File: config.mk
export PLATFORM = sky130hd
export DESIGN_NAME = interval_ignore_ctr
export DESIGN_NICKNAME = d
export VERILOG_FILES = /design/src/rtl/iic_pkg.sv /design/src/rtl/iic_tick_edge.sv /design/src/rtl/iic_csr_decode.sv /design/src/rtl/iic_counter_slice.sv /design/src/rtl/interval_ignore_ctr.sv
export SDC_FILE = /design/constraint.sdc
export NUM_CORES = 1
export LEC_CHECK = 0
export BUFFER_PORTS_ARGS = -buffer_cell sky130_fd_sc_hd__buf_2
export CORE_MARGIN = 2
export CORE_UTILIZATION = 50
export CTS_CLUSTER_SIZE = 12
export DETAILED_ROUTE_END_ITERATION = 12
export PLACE_DENSITY_LB_ADDON = 0.15
export SLEW_MARGIN = 10
export SYNTH_ARGS = -nofsm -noshare
export SYNTH_HDL_FRONTEND = slang
export SYNTH_SLANG_ARGS = --single-unit
export TNS_END_PERCENT = 1
File: constraint.sdc
create_clock -name clk -period 3 [get_ports clk]
set_clock_uncertainty 0.05 [all_clocks]
set_input_delay 0.15 -clock clk [delete_from_list [all_inputs] [get_ports clk]]
set_output_delay 0.15 -clock clk [all_outputs]
set_load 0.01 [all_outputs]
File: src/rtl/iic_pkg.sv
package iic_pkg;
  localparam int N_CPU  = 4;
  localparam int CNT_W  = 24;
  localparam int VAL_W  = CNT_W + 1;
  localparam int ADDR_W = 12;
  localparam int DATA_W = 32;
  localparam int STEP   = 'h40;

  typedef logic [VAL_W-1:0] ival_t;

  // Register offset of a processor: two pairs, each pair spaced by STEP.
  function automatic logic [ADDR_W-1:0] cpu_offset(input int idx);
    int base;
    base = (idx < 2) ? 'h380 : 'h700;
    return ADDR_W'(base + (idx % 2) * STEP);
  endfunction
endpackage

File: src/rtl/iic_tick_edge.sv
module iic_tick_edge (
  input  logic clk,
  input  logic rst_n,
  input  logic level_in,
  output logic rise
);
  logic level_q;

  always_ff @(posedge clk) begin
    if (!rst_n) level_q <= 1'b0;
    else        level_q <= level_in;
  end

  assign rise = level_in & ~level_q;
endmodule

File: src/rtl/iic_csr_decode.sv
module iic_csr_decode
  import iic_pkg::*;
(
  input  logic              wr,
  input  logic [ADDR_W-1:0] addr,
  input  ival_t             vals [N_CPU],
  output logic [N_CPU-1:0]  wr_sel,
  output logic [DATA_W-1:0] rdata
);
  logic [N_CPU-1:0] hit;

  for (genvar g = 0; g < N_CPU; g++) begin : g_hit
    assign hit[g]    = (addr == cpu_offset(g));
    assign wr_sel[g] = wr & hit[g];
  end

  always_comb begin
    rdata = '0;
    for (int k = 0; k < N_CPU; k++)
      if (hit[k]) rdata = rdata | DATA_W'(vals[k]);
  end

  // read data above the overflow flag is always zero
  always_comb a_r2_upper_zero: assert (rdata[DATA_W-1:VAL_W] == '0);
  // at most one register selected per write
  always_comb a_r2_one_sel: assert ($onehot0(wr_sel));
endmodule

File: src/rtl/iic_counter_slice.sv
module iic_counter_slice
  import iic_pkg::*;
(
  input  logic             clk,
  input  logic             rst_n,
  input  logic             wr_sel,
  input  logic [CNT_W-1:0] wr_cnt,
  input  logic             tick,
  input  logic             present,
  output ival_t            value,
  output logic             set_pulse
);
  ival_t dec;

  always_comb begin
    dec = value - 1'b1;
    dec[VAL_W-1] = dec[VAL_W-1] | value[VAL_W-1];
  end

  always_ff @(posedge clk) begin
    if (!rst_n) begin
      value     <= '0;
      set_pulse <= 1'b0;
    end else if (wr_sel) begin
      value     <= {1'b0, wr_cnt};
      set_pulse <= 1'b0;
    end else if (tick && present) begin
      value     <= dec;
      set_pulse <= dec[VAL_W-1];
    end else begin
      set_pulse <= 1'b0;
    end
  end

  a_r6_sticky_ovf: assert property (@(posedge clk) disable iff (!rst_n)
    (value[VAL_W-1] && !wr_sel) |=> value[VAL_W-1]);
  a_r7_pulse_needs_ovf: assert property (@(posedge clk) disable iff (!rst_n)
    set_pulse |-> value[VAL_W-1]);
  a_r7_pulse_after_tick: assert property (@(posedge clk) disable iff (!rst_n)
    set_pulse |-> $past(tick));
  a_r8_absent_frozen: assert property (@(posedge clk) disable iff (!rst_n)
    (!present && !wr_sel) |=> $stable(value));
  a_r3_write_loads: assert property (@(posedge clk) disable iff (!rst_n)
    wr_sel |=> (value == {1'b0, $past(wr_cnt)}));
  a_r9_write_no_pulse: assert property (@(posedge clk) disable iff (!rst_n)
    wr_sel |=> !set_pulse);
endmodule

File: src/rtl/interval_ignore_ctr.sv
module interval_ignore_ctr
  import iic_pkg::*;
(
  input  logic              clk,
  input  logic              rst_n,
  input  logic              tick_in,
  input  logic [N_CPU-1:0]  cpu_present,
  input  logic              csr_wr,
  input  logic [ADDR_W-1:0] csr_addr,
  input  logic [DATA_W-1:0] csr_wdata,
  output logic [DATA_W-1:0] csr_rdata,
  output logic [N_CPU-1:0]  timer_set
);
  logic             tick;
  logic [N_CPU-1:0] wr_sel;
  ival_t            vals [N_CPU];

  iic_tick_edge u_edge (
    .clk      (clk),
    .rst_n    (rst_n),
    .level_in (tick_in),
    .rise     (tick)
  );

  iic_csr_decode u_dec (
    .wr     (csr_wr),
    .addr   (csr_addr),
    .vals   (vals),
    .wr_sel (wr_sel),
    .rdata  (csr_rdata)
  );

  for (genvar g = 0; g < N_CPU; g++) begin : g_cpu
    iic_counter_slice u_slice (
      .clk       (clk),
      .rst_n     (rst_n),
      .wr_sel    (wr_sel[g]),
      .wr_cnt    (csr_wdata[CNT_W-1:0]),
      .tick      (tick),
      .present   (cpu_present[g]),
      .value     (vals[g]),
      .set_pulse (timer_set[g])
    );
  end

  // a held-high tick level never produces a second round of pulses
  a_r4_no_repeat: assert property (@(posedge clk) disable iff (!rst_n)
    (timer_set != '0) |=> (timer_set == '0));
endmodule

==> run summary <==
Status: completed
Clock sinks: 105
CP arrival: 2.37 ns
Die H: 115.6 um
Critical path class: input pin to primary output
Placed insts: 970
Layout fillers: 1172
Syn Inst Count: 773
Total track usage: 0.3082
Reg power frac: 0.452
RePlAce Congestion: 0.9135
Vias: 6184
Post-CTS Hold Buffers: 0
Clk buf depth: 2
Non-filler cells, final: 984
Setup-failing EPs final: 0
Drt initial violations: 618
Die Wd: 115.6 um
Slew Limit Fails: 0
Setup bufs post-CTS: 0
Sw frac: 0.3374
Diode count: 0
CTS Buf Count: 9
Cts repair resizes: 0
Share of cells above drive strength 1: 0.1238
Netlist cell types: 42
Clock transition at path regs: 0.06 ns
Relative slew slack: 0.2760
H-tree depth: 3
Worst slew pin tran: 1.086 ns
Pre-antenna DRT Iters: 5
Synth async-reset ratio: 0
Initial Util: 0.5146
Die area: 13370 um2
Critical path peak fanout: 25
Share of total power in the clock network: 0.280
First-pass GRT wire length: 31340 um
Row count: 40
Hold Path Class: input pin to flop
Seq/Total Area, Yosys: 0.3373
Final nets: 869
Synth-to-Final Area Change: 10.56%
Setup_tns: 0 ns
Pleak: 2.781 nW
FF-to-FF setup slack: 0.51 ns
Comb pwr share: 0.268
RSZ-0062 raised after global routing: false
Reg2reg path depth: 5
Worst path required time: 2.80 ns
Total Routed Length: 19780 um
Number of buffers added on ports: 72
Post-Place Worst Slack: 0.4747 ns
GRT overflow: 0
Int Pwr: 2.521 mW
Clk root buf: clkbuf_16
Seq cells post-synth: 105
Power Density: 552.1 nW/um2
DPL Wire Length: 14320 um
Initial antenna violation count: 0
Worst-Skew Late Latency: 0.36 ns
Minimum clock period: 2.571 ns
Mean Syn Cell Area: 8.062 um2
DR WL/cell: 20.10 um
Top_reg_cell synth: dfxtp_1
Yosys warns: 0
Area of the mapped netlist: 6232 um2
P_sw: 1.284 mW
Core area: 12110 um2
CP Capture Type: primary output
WHS Path Cells: 2
Crit path launch type: input pin
Synth area leaders: dfxtp_1 34%, xnor2_1 8.6%, o21ai_0 8.4%
FMAX: 388.9 MHz
Via/cell ratio: 6.285
Largest net degree at the start of global routing: 64
CTS tree: yes
Final period util: 0.8570
Share of the synthesized area in the top cell type: 0.3373
Max Cap Viol: 0
Final Hold Fails: 0
Final antenna-violating net count: 0
Final WS setup: 0.4289 ns
Post-synth EDFFs: 0
Synth area leader: dfxtp_1
Ports: 88
Vias in the first global route: 5816
VDD IR max: 0.3328 mV
Post-route DRC: 0
[through the flow]
| step | power (mW) | utilization | cell area, um2 | hold slack (ns) |
|---|---|---|---|---|
| global route | 4.001 | 0.5689 | 6890 | 0.05308 |
| global placement | 2.708 | 0.5487 | 6645 | 0.4142 |
| finish | 3.804 | 0.5689 | 6890 | 0.05367 |
| detailed placement | 2.738 | 0.5487 | 6645 | 0.4221 |
| floorplan | 2.457 | - | 6255 | 0.2512 |
| CTS | 3.796 | 0.5689 | 6890 | 0.05047 |
[layout by cell type (no fill, tap or decap), types with 3 or more instances in the layout]
cell,synthesis,routed
o21ai_0,104,104
xor2_1,29,29
or3_1,13,13
o211a_1,17,17
clkbuf_16,0,9
nor4_1,24,24
conb_1,1,7
nor2_1,39,39
nor4b_1,6,6
buf_2,1,72
buf_4,11,12
nand3b_1,6,6
a31oi_1,3,3
inv_1,9,9
dfxtp_1,105,105
ha_1,4,4
nand3_1,13,13
or4_1,17,17
nor2b_1,11,11
nand4b_1,5,5
a22oi_1,24,24
xnor2_1,61,61
and3_1,4,4
nand2_1,36,36
a21oi_1,77,77
nand4_1,13,13
nor3_1,41,41
mux2i_1,29,29
clkbuf_1,47,4
nand2b_1,4,4
[power groups by stage]
stage / combinational, mW / sequential, mW / clock, mW
after floorplan: 0.772 / 1.69 / 0
after global placement: 0.972 / 1.74 / 0
after detailed placement: 0.995 / 1.74 / 0
after CTS: 1.00 / 1.71 / 1.08
after global routing: 1.13 / 1.74 / 1.13
final: 1.02 / 1.72 / 1.07
[synthesized netlist by cell type, types with 3 or more instances]
cell and instances:
nand4_1 13, and3_1 4, o21ai_0 104, xnor2_1 61, or4_1 17, buf_4 11
nor2_1 39, mux2i_1 29, nor4_1 24, inv_1 9, a22oi_1 24, clkbuf_1 47
o211a_1 17, a31oi_1 3, dfxtp_1 105, nand2b_1 4, nor2b_1 11, ha_1 4
nor4b_1 6, nand4b_1 5, nor3_1 41, nand3b_1 6, nand3_1 13, xor2_1 29
nand2_1 36, or3_1 13, a21oi_1 77
[flip-flops by register name, indices dropped and copies added, names as in the netlist]
register and cells:
g_cpu.u_slice.set_pulse 4, g_cpu.u_slice.value 100, u_edge.level_q 1
[area by class of cell]
cell class,count,area [um2],share of cell area
clock buffers,13,240.2,0.03486
clock inverters,1,5.005,0.0007263
inverters,9,33.78,0.004903
multi-input cells,603,3829,0.5557
flip-flops and latches,105,2102,0.3051
well taps,168,210.2,0.03051
repair buffers,85,470.5,0.06828
[kinds of logic after synthesis]
group,after synthesis,share of synthesized area
adder cells (fa/ha/maj),4,0.008031
XOR/XNOR,90,0.1265
multiplexers,29,0.04658
buffers and inverters,71,0.05200
AND/OR/NAND/NOR,245,0.2202
other,1,0.0006017
flip-flops,105,0.3373
AO/OA/AOI/OAI,228,0.2088
[critical path, cell delays in order]
cell and delay [ns]:
buf_2 0.10, nor3_1 0.50, and4_1 0.42, nand2_1 0.51
o21ai_0 0.48, buf_2 0.20
[per-layer routing]
layer  GRT usage  wire (um)  up-vias
met5           0          0        -
met4      0.1294        660        0
met3     0.04289       1522       45
met2      0.4862       8994      297
met1      0.4250       8605     2953
li1            -          -     2889
[final timing paths]
kind | start | end
hold reg to reg | g_cpu[0].u_slice.value[24]$_SDFFE_PP0P_ | g_cpu[0].u_slice.set_pulse$_SDFF_PP0_
setup / recovery | csr_addr[11] | csr_rdata[8]
hold / removal | csr_wdata[2] | g_cpu[1].u_slice.value[2]$_SDFFE_PN0P_
setup reg to reg | g_cpu[1].u_slice.value[0]$_SDFFE_PN0P_ | g_cpu[1].u_slice.value[23]$_SDFFE_PN0P_
Power figures use the tool's default switching activity.
